==> src/rtl/ddm_pkg.sv <==
package ddm_pkg;
  typedef enum logic [1:0] {
    TGT_NONE = 2'd0,
    TGT_LOW  = 2'd1,
    TGT_PAGE = 2'd2,
    TGT_AUX  = 2'd3
  } tgt_e;

  typedef enum logic [1:0] {
    SES_IDLE = 2'd0,
    SES_MAIN = 2'd1,
    SES_AUX  = 2'd2
  } ses_e;

  // configuration byte, low nibble: fix, single, main lock, aux lock
  typedef struct packed {
    logic fix;
    logic single;
    logic mlock;
    logic alock;
  } cfg_t;
endpackage

==> src/rtl/ddm_cfg_regs.sv <==
module ddm_cfg_regs
  import ddm_pkg::*;
#(
  parameter int          DW        = 8,
  parameter logic [DW-2:0] CFG_OFS = 7'h09,
  parameter logic [DW-2:0] MID_OFS = 7'h0C,
  parameter logic [DW-2:0] SEL_OFS = 7'h7F,
  parameter logic [DW-1:0] CFG_PG  = 8'h01,
  parameter logic [DW-1:0] MAIN_DEF = 8'hA2
) (
  input  logic          clk,
  input  logic          rst,
  input  logic          commit_main,
  input  logic [DW-1:0] addr,
  input  logic [DW-1:0] wdata,
  output cfg_t          cfg_q,
  output logic [DW-1:0] sel_q,
  output logic [DW-2:0] mid_q
);
  localparam int OW = DW - 1;

  logic hit_sel, hit_cfg, hit_mid, in_cfg_pg;

  assign in_cfg_pg = addr[DW-1] && (sel_q == CFG_PG);
  assign hit_sel   = commit_main && !addr[DW-1] && (addr[OW-1:0] == SEL_OFS);
  assign hit_cfg   = commit_main && in_cfg_pg && (addr[OW-1:0] == CFG_OFS);
  assign hit_mid   = commit_main && in_cfg_pg && (addr[OW-1:0] == MID_OFS);

  always_ff @(posedge clk) begin
    if (rst) begin
      cfg_q <= '0;
      sel_q <= '0;
      mid_q <= MAIN_DEF[DW-1:1];
    end else begin
      if (hit_sel) sel_q <= wdata;
      if (hit_cfg) cfg_q <= cfg_t'(wdata[3:0]);
      if (hit_mid) mid_q <= wdata[DW-1:1];
    end
  end
endmodule

==> src/rtl/ddm_dev_match.sv <==
module ddm_dev_match
  import ddm_pkg::*;
#(
  parameter int            DW       = 8,
  parameter logic [DW-1:0] MAIN_DEF = 8'hA2,
  parameter logic [DW-1:0] AUX_ID   = 8'hA0
) (
  input  logic          clk,
  input  logic          rst,
  input  logic          dev_vld,
  input  logic [DW-2:0] dev_id,
  input  cfg_t          cfg,
  input  logic [DW-2:0] mid,
  output logic          ack,
  output ses_e          sess
);
  logic [DW-2:0] main_id;
  logic          hit_main, hit_aux;

  assign main_id  = cfg.fix ? mid : MAIN_DEF[DW-1:1];
  assign hit_main = (dev_id == main_id);
  assign hit_aux  = !cfg.single && (dev_id == AUX_ID[DW-1:1]);

  always_ff @(posedge clk) begin
    if (rst) begin
      ack  <= 1'b0;
      sess <= SES_IDLE;
    end else begin
      ack <= dev_vld && (hit_main || hit_aux);
      if (dev_vld) begin
        if (hit_main)     sess <= SES_MAIN;
        else if (hit_aux) sess <= SES_AUX;
        else              sess <= SES_IDLE;
      end
    end
  end
endmodule

==> src/rtl/ddm_decode.sv <==
module ddm_decode
  import ddm_pkg::*;
#(
  parameter int            DW      = 8,
  parameter logic [DW-2:0] SCR_LO  = 7'h60,
  parameter logic [DW-1:0] CFG_PG  = 8'h01,
  parameter logic [DW-1:0] XTRA_PG = 8'h00
) (
  input  logic          clk,
  input  logic          rst,
  input  logic          acc_vld,
  input  logic [DW-1:0] acc_addr,
  input  logic          acc_wr,
  input  ses_e          sess,
  input  cfg_t          cfg,
  input  logic [DW-1:0] sel,
  input  logic          wp,
  output logic          commit,
  output logic          out_vld,
  output tgt_e          out_tgt,
  output logic [DW-1:0] out_addr,
  output logic          wr_stb
);
  localparam int OW = DW - 1;

  tgt_e          tgt;
  logic [DW-1:0] pa;
  logic          blk;
  logic [OW-1:0] ofs;

  assign ofs = acc_addr[OW-1:0];

  always_comb begin
    tgt = TGT_NONE;
    pa  = '0;
    blk = 1'b0;
    case (sess)
      SES_MAIN: begin
        if (!acc_addr[DW-1]) begin
          tgt = TGT_LOW;
          pa  = {1'b0, ofs};
          blk = (ofs < SCR_LO) && wp && cfg.mlock;
        end else if (sel == CFG_PG) begin
          tgt = TGT_PAGE;
          pa  = {1'b1, ofs};
          blk = wp && cfg.mlock;
        end else if (cfg.single && (sel == XTRA_PG)) begin
          tgt = TGT_PAGE;
          pa  = {1'b0, ofs};
          blk = cfg.alock;
        end
      end
      SES_AUX: begin
        tgt = TGT_AUX;
        pa  = acc_addr;
        blk = cfg.alock;
      end
      default: ;
    endcase
  end

  assign commit = acc_vld && acc_wr && (tgt != TGT_NONE) && !blk;

  always_ff @(posedge clk) begin
    if (rst) begin
      out_vld  <= 1'b0;
      out_tgt  <= TGT_NONE;
      out_addr <= '0;
      wr_stb   <= 1'b0;
    end else begin
      out_vld  <= acc_vld;
      out_tgt  <= acc_vld ? tgt : TGT_NONE;
      out_addr <= acc_vld ? pa : '0;
      wr_stb   <= commit;
    end
  end
endmodule

==> src/rtl/ddm_access_map.sv <==
module ddm_access_map
  import ddm_pkg::*;
#(
  parameter int            DW       = 8,
  parameter logic [DW-1:0] MAIN_DEF = 8'hA2,
  parameter logic [DW-1:0] AUX_ID   = 8'hA0,
  parameter logic [DW-2:0] CFG_OFS  = 7'h09,
  parameter logic [DW-2:0] MID_OFS  = 7'h0C,
  parameter logic [DW-2:0] SEL_OFS  = 7'h7F,
  parameter logic [DW-2:0] SCR_LO   = 7'h60,
  parameter logic [DW-1:0] CFG_PG   = 8'h01,
  parameter logic [DW-1:0] XTRA_PG  = 8'h00
) (
  input  logic          clk,
  input  logic          rst,
  input  logic          dev_vld,
  input  logic [DW-2:0] dev_id,
  input  logic          acc_vld,
  input  logic [DW-1:0] acc_addr,
  input  logic          acc_wr,
  input  logic [DW-1:0] acc_wdata,
  input  logic          wp_pin,
  output logic          ack,
  output logic          out_vld,
  output logic [1:0]    out_tgt,
  output logic [DW-1:0] out_addr,
  output logic          wr_stb
);
  cfg_t          cfg_q;
  logic [DW-1:0] sel_q;
  logic [DW-2:0] mid_q;
  ses_e          sess_q;
  tgt_e          tgt_q;
  logic          commit;

  ddm_cfg_regs #(
    .DW(DW), .CFG_OFS(CFG_OFS), .MID_OFS(MID_OFS), .SEL_OFS(SEL_OFS),
    .CFG_PG(CFG_PG), .MAIN_DEF(MAIN_DEF)
  ) u_cfg (
    .clk(clk), .rst(rst),
    .commit_main(commit && (sess_q == SES_MAIN)),
    .addr(acc_addr), .wdata(acc_wdata),
    .cfg_q(cfg_q), .sel_q(sel_q), .mid_q(mid_q)
  );

  ddm_dev_match #(
    .DW(DW), .MAIN_DEF(MAIN_DEF), .AUX_ID(AUX_ID)
  ) u_match (
    .clk(clk), .rst(rst), .dev_vld(dev_vld), .dev_id(dev_id),
    .cfg(cfg_q), .mid(mid_q), .ack(ack), .sess(sess_q)
  );

  ddm_decode #(
    .DW(DW), .SCR_LO(SCR_LO), .CFG_PG(CFG_PG), .XTRA_PG(XTRA_PG)
  ) u_dec (
    .clk(clk), .rst(rst), .acc_vld(acc_vld), .acc_addr(acc_addr),
    .acc_wr(acc_wr), .sess(sess_q), .cfg(cfg_q), .sel(sel_q),
    .wp(wp_pin), .commit(commit), .out_vld(out_vld), .out_tgt(tgt_q),
    .out_addr(out_addr), .wr_stb(wr_stb)
  );

  assign out_tgt = tgt_q;
endmodule

==> config.mk <==
export PLATFORM = sky130hd
export DESIGN_NAME = ddm_access_map
export DESIGN_NICKNAME = d
export VERILOG_FILES = /design/src/rtl/ddm_pkg.sv /design/src/rtl/ddm_cfg_regs.sv /design/src/rtl/ddm_dev_match.sv /design/src/rtl/ddm_decode.sv /design/src/rtl/ddm_access_map.sv
export SDC_FILE = /design/constraint.sdc
export NUM_CORES = 1
export LEC_CHECK = 0
export CORE_MARGIN = 2
export CORE_UTILIZATION = 40
export DETAILED_ROUTE_END_ITERATION = 6
export PLACE_DENSITY = 0.7
export SLEW_MARGIN = 20
export SYNTH_ARGS = -nofsm -noshare
export SYNTH_HDL_FRONTEND = slang
export SYNTH_SLANG_ARGS = --single-unit
==> constraint.sdc <==
create_clock -name clk -period 3.7 [get_ports clk]
set_input_delay 0.74 -clock clk [delete_from_list [all_inputs] [get_ports clk]]
set_output_delay 0.74 -clock clk [all_outputs]
set_load 0.1 [all_outputs]
==> flow_summary.json, run 1 <==
{
  "outcome": "finished, final reports clean",
  "hold-path-endpoint": "u_cfg.cfg_q[0]",
  "hold_depth": 2,
  "ctsHoldBuffers": 0,
  "tightestPinTransition_ns": 0.970,
  "cp_max_fo": 1,
  "p_leak_nw": 0.811,
  "yosys.cell_count.top_type": "dfxtp_1",
  "ys_ff_latch": 34,
  "initial_core_util_pct": 41.9,
  "routed_wl_um": 3240,
  "crit_required_ns": 2.96,
  "yosysWarnings": 0,
  "fin_crit_ns": 2.47,
  "grt_pass1_wl_um": 5460,
  "clk_latency_ns": 0.29,
  "slowest_stage": "clkdlybuf4s50_1",
  "h-tree-depth": 2,
  "finalMaxSlewViolations": 0,
  "layout-drive-gt1-share_pct": 6.48,
  "r2r_slack_ns": 1.68,
  "ys_top_cells_by_area": "dfxtp_1 (44%), mux2i_1 (12%), nand2b_1 (7.2%)",
  "synth_cells": 169,
  "fp.dieH_um": 66.4,
  "dp_hpwl_um": 2500,
  "syn_area_um2": 1560,
  "slowest_delay_ns": 1.13,
  "crit_path_end_kind": "output port",
  "synth.distinct_cells": 37,
  "vdd_ir_drop_max_uv": 227,
  "r2r-start": "u_match.sess[0]",
  "crit_start": "u_dec.out_addr[5]",
  "min_from": "u_cfg.cfg_q[0]",
  "ys_seq_area_share_pct": 43.7,
  "synth-edff-count": 0,
  "cp_cell_sequence": "clkdlybuf4s50_1",
  "final.setup.tns_ns": 0,
  "ff2ff_path_depth": 7,
  "nFillCells": 354,
  "die_w_um": 66.4,
  "drc": 0,
  "io_pins": 42,
  "synth_top_area_cell": "dfxtp_1",
  "cts-root-buf": "clkbuf_8",
  "antennaDiodeCount": 0,
  "rsz0062_at_grt": "false",
  "setup_viol": 0,
  "core_area_um2": 3720,
  "worst_clock_skew_ns": 0.00899,
  "clockBufferDepth": 2,
  "critPathLaunchType": "flip-flop",
  "regArea_um2": 681,
  "grt_max_degree": 34,
  "yosysTopAreaCellShare_pct": 43.7,
  "max_slew_margin_pct": 35.1,
  "synthFlopType": "dfxtp_1",
  "wl_per_cell_um": 12.3,
  "hold_violations": 0,
  "area_growth_pct": 36.9,
  "drtPass1Iterations": 5,
  "fp.dieArea_um2": 4410,
  "power.density_nw_per_um2": 356,
  "syn-num-nets": 200,
  "fmax_mhz": 405,
  "cts.sinks": 34,
  "multi_input_area_um2": 840,
  "syn_area_per_cell_um2": 9.22,
  "routabilityCongestion": 0.959,
  "rows": 22,
  "cts_tree": "yes",
  "critical_path.top_delay_family": "buffers and inverters",
  "gr-total-overflow": 0,
  "drt_iter0_markers": 51,
  "port_buffers": 41,
  "path_depth": 1,
  "path_buf_inv": 1,
  "ys_async_sr_fraction_pct": 0,
  "r2r-end": "u_cfg.mid_q[0]",
  "post_cts_resized": 0,
  "grt_pass1_vias": 1307,
  "arrival_ns": 1.73,
  "cts_made_buffers": 5,
  "grt_usage_pct": 16.5,
  "ant_nets": 0,
  "clk_pin_slew_worst_paths_ns": 0.07,
  "maxCapViolCount": 0,
  "worst-setup-path-type": "flip-flop to output port",
  "num-nets-final": 246,
  "dr_total_vias": 1359,
  "postLayoutCoreUtil_pct": 57.4,
  "post-route-period-util_pct": 66.7,
  "postCtsSetupBuffers": 0,
  "grt_antenna_before_repair": 0,
  "avgViaCountPerCell": 5.15,
  "hold_class": "flip-flop to flip-flop",
  "ys_top_cells_by_count": "dfxtp_1 (34), nor2_1 (23), mux2i_1 (19)"
}
==> routing by layer <==
| metal | vias up | global-route usage, % | wire length, um |
|---|---|---|---|
| met2 | 55 | 28.9 | 1560 |
| met5 | - | 0 | 0 |
| met3 | 10 | 6.64 | 297 |
| met4 | 0 | 8.16 | 69 |
| li1 | 678 | - | - |
| met1 | 616 | 16.8 | 1310 |
==> final cells by class <==
cell class,instances,share of cell area [%]
clock buffers,5,3.23
clock inverters,3,1.88
inverters,5,0.880
multi-input cells,126,39.4
flip-flops and latches,34,31.9
well taps,48,2.82
repair buffers,43,19.9
==> power by group <==
part,switching [mW],internal [mW]
Combinational,0.0276,0.0378
Sequential,0.000184,0.367
Clock,0.129,0.198
Total,0.157,0.602
==> stage by stage <==
stage                     total power [mW]  setup WS [ns]  instance area [um2]  instances  hold WS (ns)
after global placement               0.440           1.14                 2020        256         0.471
final                                0.760           1.23                 2130        264         0.501
after floorplan                      0.398           1.71                 1560        169         0.455
after global routing                 0.790           1.17                 2130        264         0.522
after detailed placement             0.440           1.08                 2020        256         0.489
after CTS                            0.769           1.21                 2130        264         0.504
==> flip-flops by register name, indices dropped and copies added (netlist names) <==
name	count
u_dec.out_vld	1
u_cfg.sel_q	8
u_dec.out_addr	8
u_dec.out_tgt	2
u_match.sess	2
u_cfg.cfg_q	4
u_cfg.mid_q	7
u_match.ack	1
u_dec.wr_stb	1
==> worst max path at each step <==
stage	to	slack, ns
finish	out_addr[5]	1.23
CTS	out_addr[5]	1.21
detailed placement	u_cfg.mid_q[0]	1.08
global placement	u_match.sess[1]	1.14
floorplan	u_match.sess[1]	1.71
global route	out_addr[5]	1.17
==> kinds of logic (layout without fill, tap and decap cells) <==
| family | after synthesis | count (layout) | synth area share, % |
|---|---|---|---|
| AO/OA/AOI/OAI | 20 | 20 | 8.35 |
| XOR/XNOR | 4 | 4 | 2.25 |
| adder cells (fa/ha/maj) | 2 | 2 | 1.61 |
| buffers and inverters | 9 | 56 | 2.41 |
| flip-flops | 34 | 34 | 43.7 |
| multiplexers | 19 | 19 | 12.2 |
| AND/OR/NAND/NOR | 81 | 81 | 29.5 |
==> placed cells by master (no fill, tap or decap), drive strengths merged, types with 4 or more instances in the layout <==
cell,netlist,layout
a31oi,4,4
and2,7,7
clkbuf,3,5
clkdlybuf4s50,0,41
dfxtp,34,34
inv,5,5
mux2i,19,19
nand2,10,10
nand2b,18,18
nor2,23,23
o21ai,4,4
Note: power is estimated with default switching activity, not from simulation.
==> run 2: changes to the inputs <==
--- a/config.mk
+++ b/config.mk
@@ -8,7 +8,7 @@
 export CORE_MARGIN = 2
 export CORE_UTILIZATION = 40
 export DETAILED_ROUTE_END_ITERATION = 6
-export PLACE_DENSITY = 0.7
+export PLACE_DENSITY = 0.73
 export SLEW_MARGIN = 20
 export SYNTH_ARGS = -nofsm -noshare
 export SYNTH_HDL_FRONTEND = slang
==> constraint.sdc (replaced) <==
create_clock -name clk -period 2.2 [get_ports clk]
set_input_delay 0.44 -clock clk [delete_from_list [all_inputs] [get_ports clk]]
set_output_delay 0.44 -clock clk [all_outputs]
set_load 0.1 [all_outputs]
==> run 2 against run 1 <==
  * Cell count is 4.2% higher
  * Critical path depth grew 5
  * Via count down 0.22%
  * Sequential share of layout area is 0.93 points lower
  * Critical path type is now primary input to flip-flop
==> flow_summary.json, run 2 (synthesis gave the netlist of run 1 again) <==
{
  "dr_total_vias": 1356,
  "final_common_cell": "dfxtp_1",
  "final.setup.tns_ns": 0,
  "ctsHoldBuffers": 0,
  "cts_tree": "yes",
  "clk_pin_slew_worst_paths_ns": 0.06,
  "p_sw_mw": 0.257,
  "post-route-period-util_pct": 91.2,
  "stdcell_area_um2": 2200,
  "clk_latency_ns": 0.28,
  "grt_antenna_before_repair": 0,
  "power.density_nw_per_um2": 574,
  "place_area_um2": 2090,
  "h-tree-depth": 2,
  "initial_core_util_pct": 41.9,
  "wl_per_cell_um": 11.7,
  "hold_class": "flip-flop to flip-flop",
  "layout-drive-gt1-share_pct": 16.7,
  "cp_max_fo": 3,
  "min_from": "u_cfg.sel_q[2]",
  "drt_iter0_markers": 59,
  "cts.sinks": 34,
  "routabilityCongestion": 0.869,
  "maxCapViolCount": 0,
  "rows": 22,
  "avgViaCountPerCell": 4.93,
  "cts-root-buf": "clkbuf_8",
  "outcome": "finished, final reports clean",
  "gr-total-overflow": 0,
  "p_comb_share_pct": 9.5,
  "intPower_mw": 1.00,
  "slowest_delay_ns": 0.58,
  "p_leak_nw": 0.897,
  "post_cts_resized": 0,
  "critPathLaunchType": "primary input",
  "largestRegisters": "u_cfg.sel_q (8), u_dec.out_addr (8), u_cfg.mid_q (7)",
  "postLayoutCoreUtil_pct": 59.1,
  "slowest_stage": "or4_1",
  "fp.dieH_um": 66.4,
  "fin_crit_ns": 2.01,
  "cts_made_buffers": 5,
  "antennaDiodeCount": 0,
  "drc": 0,
  "clockPowerShare_pct": 41.6,
  "hold_ws_ns": 0.495,
  "switching_share_pct": 20.4,
  "hold_violations": 0,
  "dp_hpwl_um": 2540,
  "tightestPinTransition_ns": 0.383,
  "setup_viol": 0,
  "arrival_ns": 2.19,
  "clockBufferDepth": 2,
  "drtPass1Iterations": 4,
  "cp_cell_sequence": "clkdlybuf4s50_1 > nor4bb_1 > a31oi_1 > a2bb2oi_1 > or4_1 > a21o_1",
  "instances_no_fill": 275,
  "seqPwrFrac_pct": 48.9,
  "core_area_um2": 3720,
  "setup_ws_ns": 0.194,
  "num-nets-final": 257,
  "place_ws_ns": -0.103,
  "grt_usage_pct": 16.6,
  "max_slew_margin_pct": 74.3,
  "final_cell_mix": "dfxtp_1 (34), clkdlybuf4s50_1 (28), buf_4 (25), nor2_1 (23), mux2i_1 (19)",
  "crit_required_ns": 2.38,
  "grt_pass1_vias": 1293,
  "area_growth_pct": 41.0,
  "finalMaxSlewViolations": 0,
  "fmax_mhz": 499,
  "total_power_mw": 1.26,
  "numPlacedInstances": 267,
  "routed_wl_um": 3230,
  "postCtsSetupBuffers": 0,
  "nFillCells": 361,
  "ant_nets": 0,
  "crit_start": "dev_id[5]",
  "crit_path_end_kind": "flip-flop",
  "worst_clock_skew_ns": 0.00296,
  "r2r-start": "u_cfg.sel_q[4]",
  "vdd_ir_drop_max_uv": 365,
  "port_buffers": 41,
  "die_w_um": 66.4,
  "fp.dieArea_um2": 4410,
  "grt_pass1_wl_um": 5540,
  "io_pins": 42,
  "grt_max_degree": 33,
  "worst-setup-path-type": "primary input to flip-flop",
  "rsz0062_at_grt": "false"
}
-- run 2: metal layers --
metal | wire length, um | GRT usage, %
met1 | 1470 | 19.3
met3 | 213 | 6.30
met5 | 0 | 0
met4 | 48 | 6.63
met2 | 1490 | 27.4
-- run 2: final timing paths --
kind | endpoint | slack [ns] | cells after the start
setup / recovery | u_match.sess[1] | 0.19 | 6
setup reg to reg | u_cfg.mid_q[6] | 0.25 | 6
hold / removal | u_cfg.sel_q[2] | 0.50 | 2
hold reg to reg | u_cfg.sel_q[2] | 0.50 | 2
-- run 2: final cells by class --
type | count | area [um2] | area share (%)
clock buffers | 8 | 110 | 5.01
flip-flops and latches | 34 | 681 | 31.0
multi-input cells | 126 | 840 | 38.2
inverters | 5 | 18.8 | 0.854
well taps | 48 | 60.1 | 2.73
repair buffers | 54 | 488 | 22.2
-- run 2: critical path, delay by kind of cell --
| kind | cells | cell delay (ns) |
|---|---|---|
| simple gates | 2 | 0.87 |
| compound gates | 3 | 0.38 |
| buf+inv | 1 | 0.49 |
-- run 2: power by group through the flow --
stage               clock network [mW]  registers (mW)  logic [mW]
global placement                     0           0.631       0.120
global route                     0.575           0.616       0.130
CTS                              0.544           0.617       0.120
detailed placement                   0           0.631       0.120
floorplan                            0           0.639      0.0304
finish                           0.525           0.617       0.119
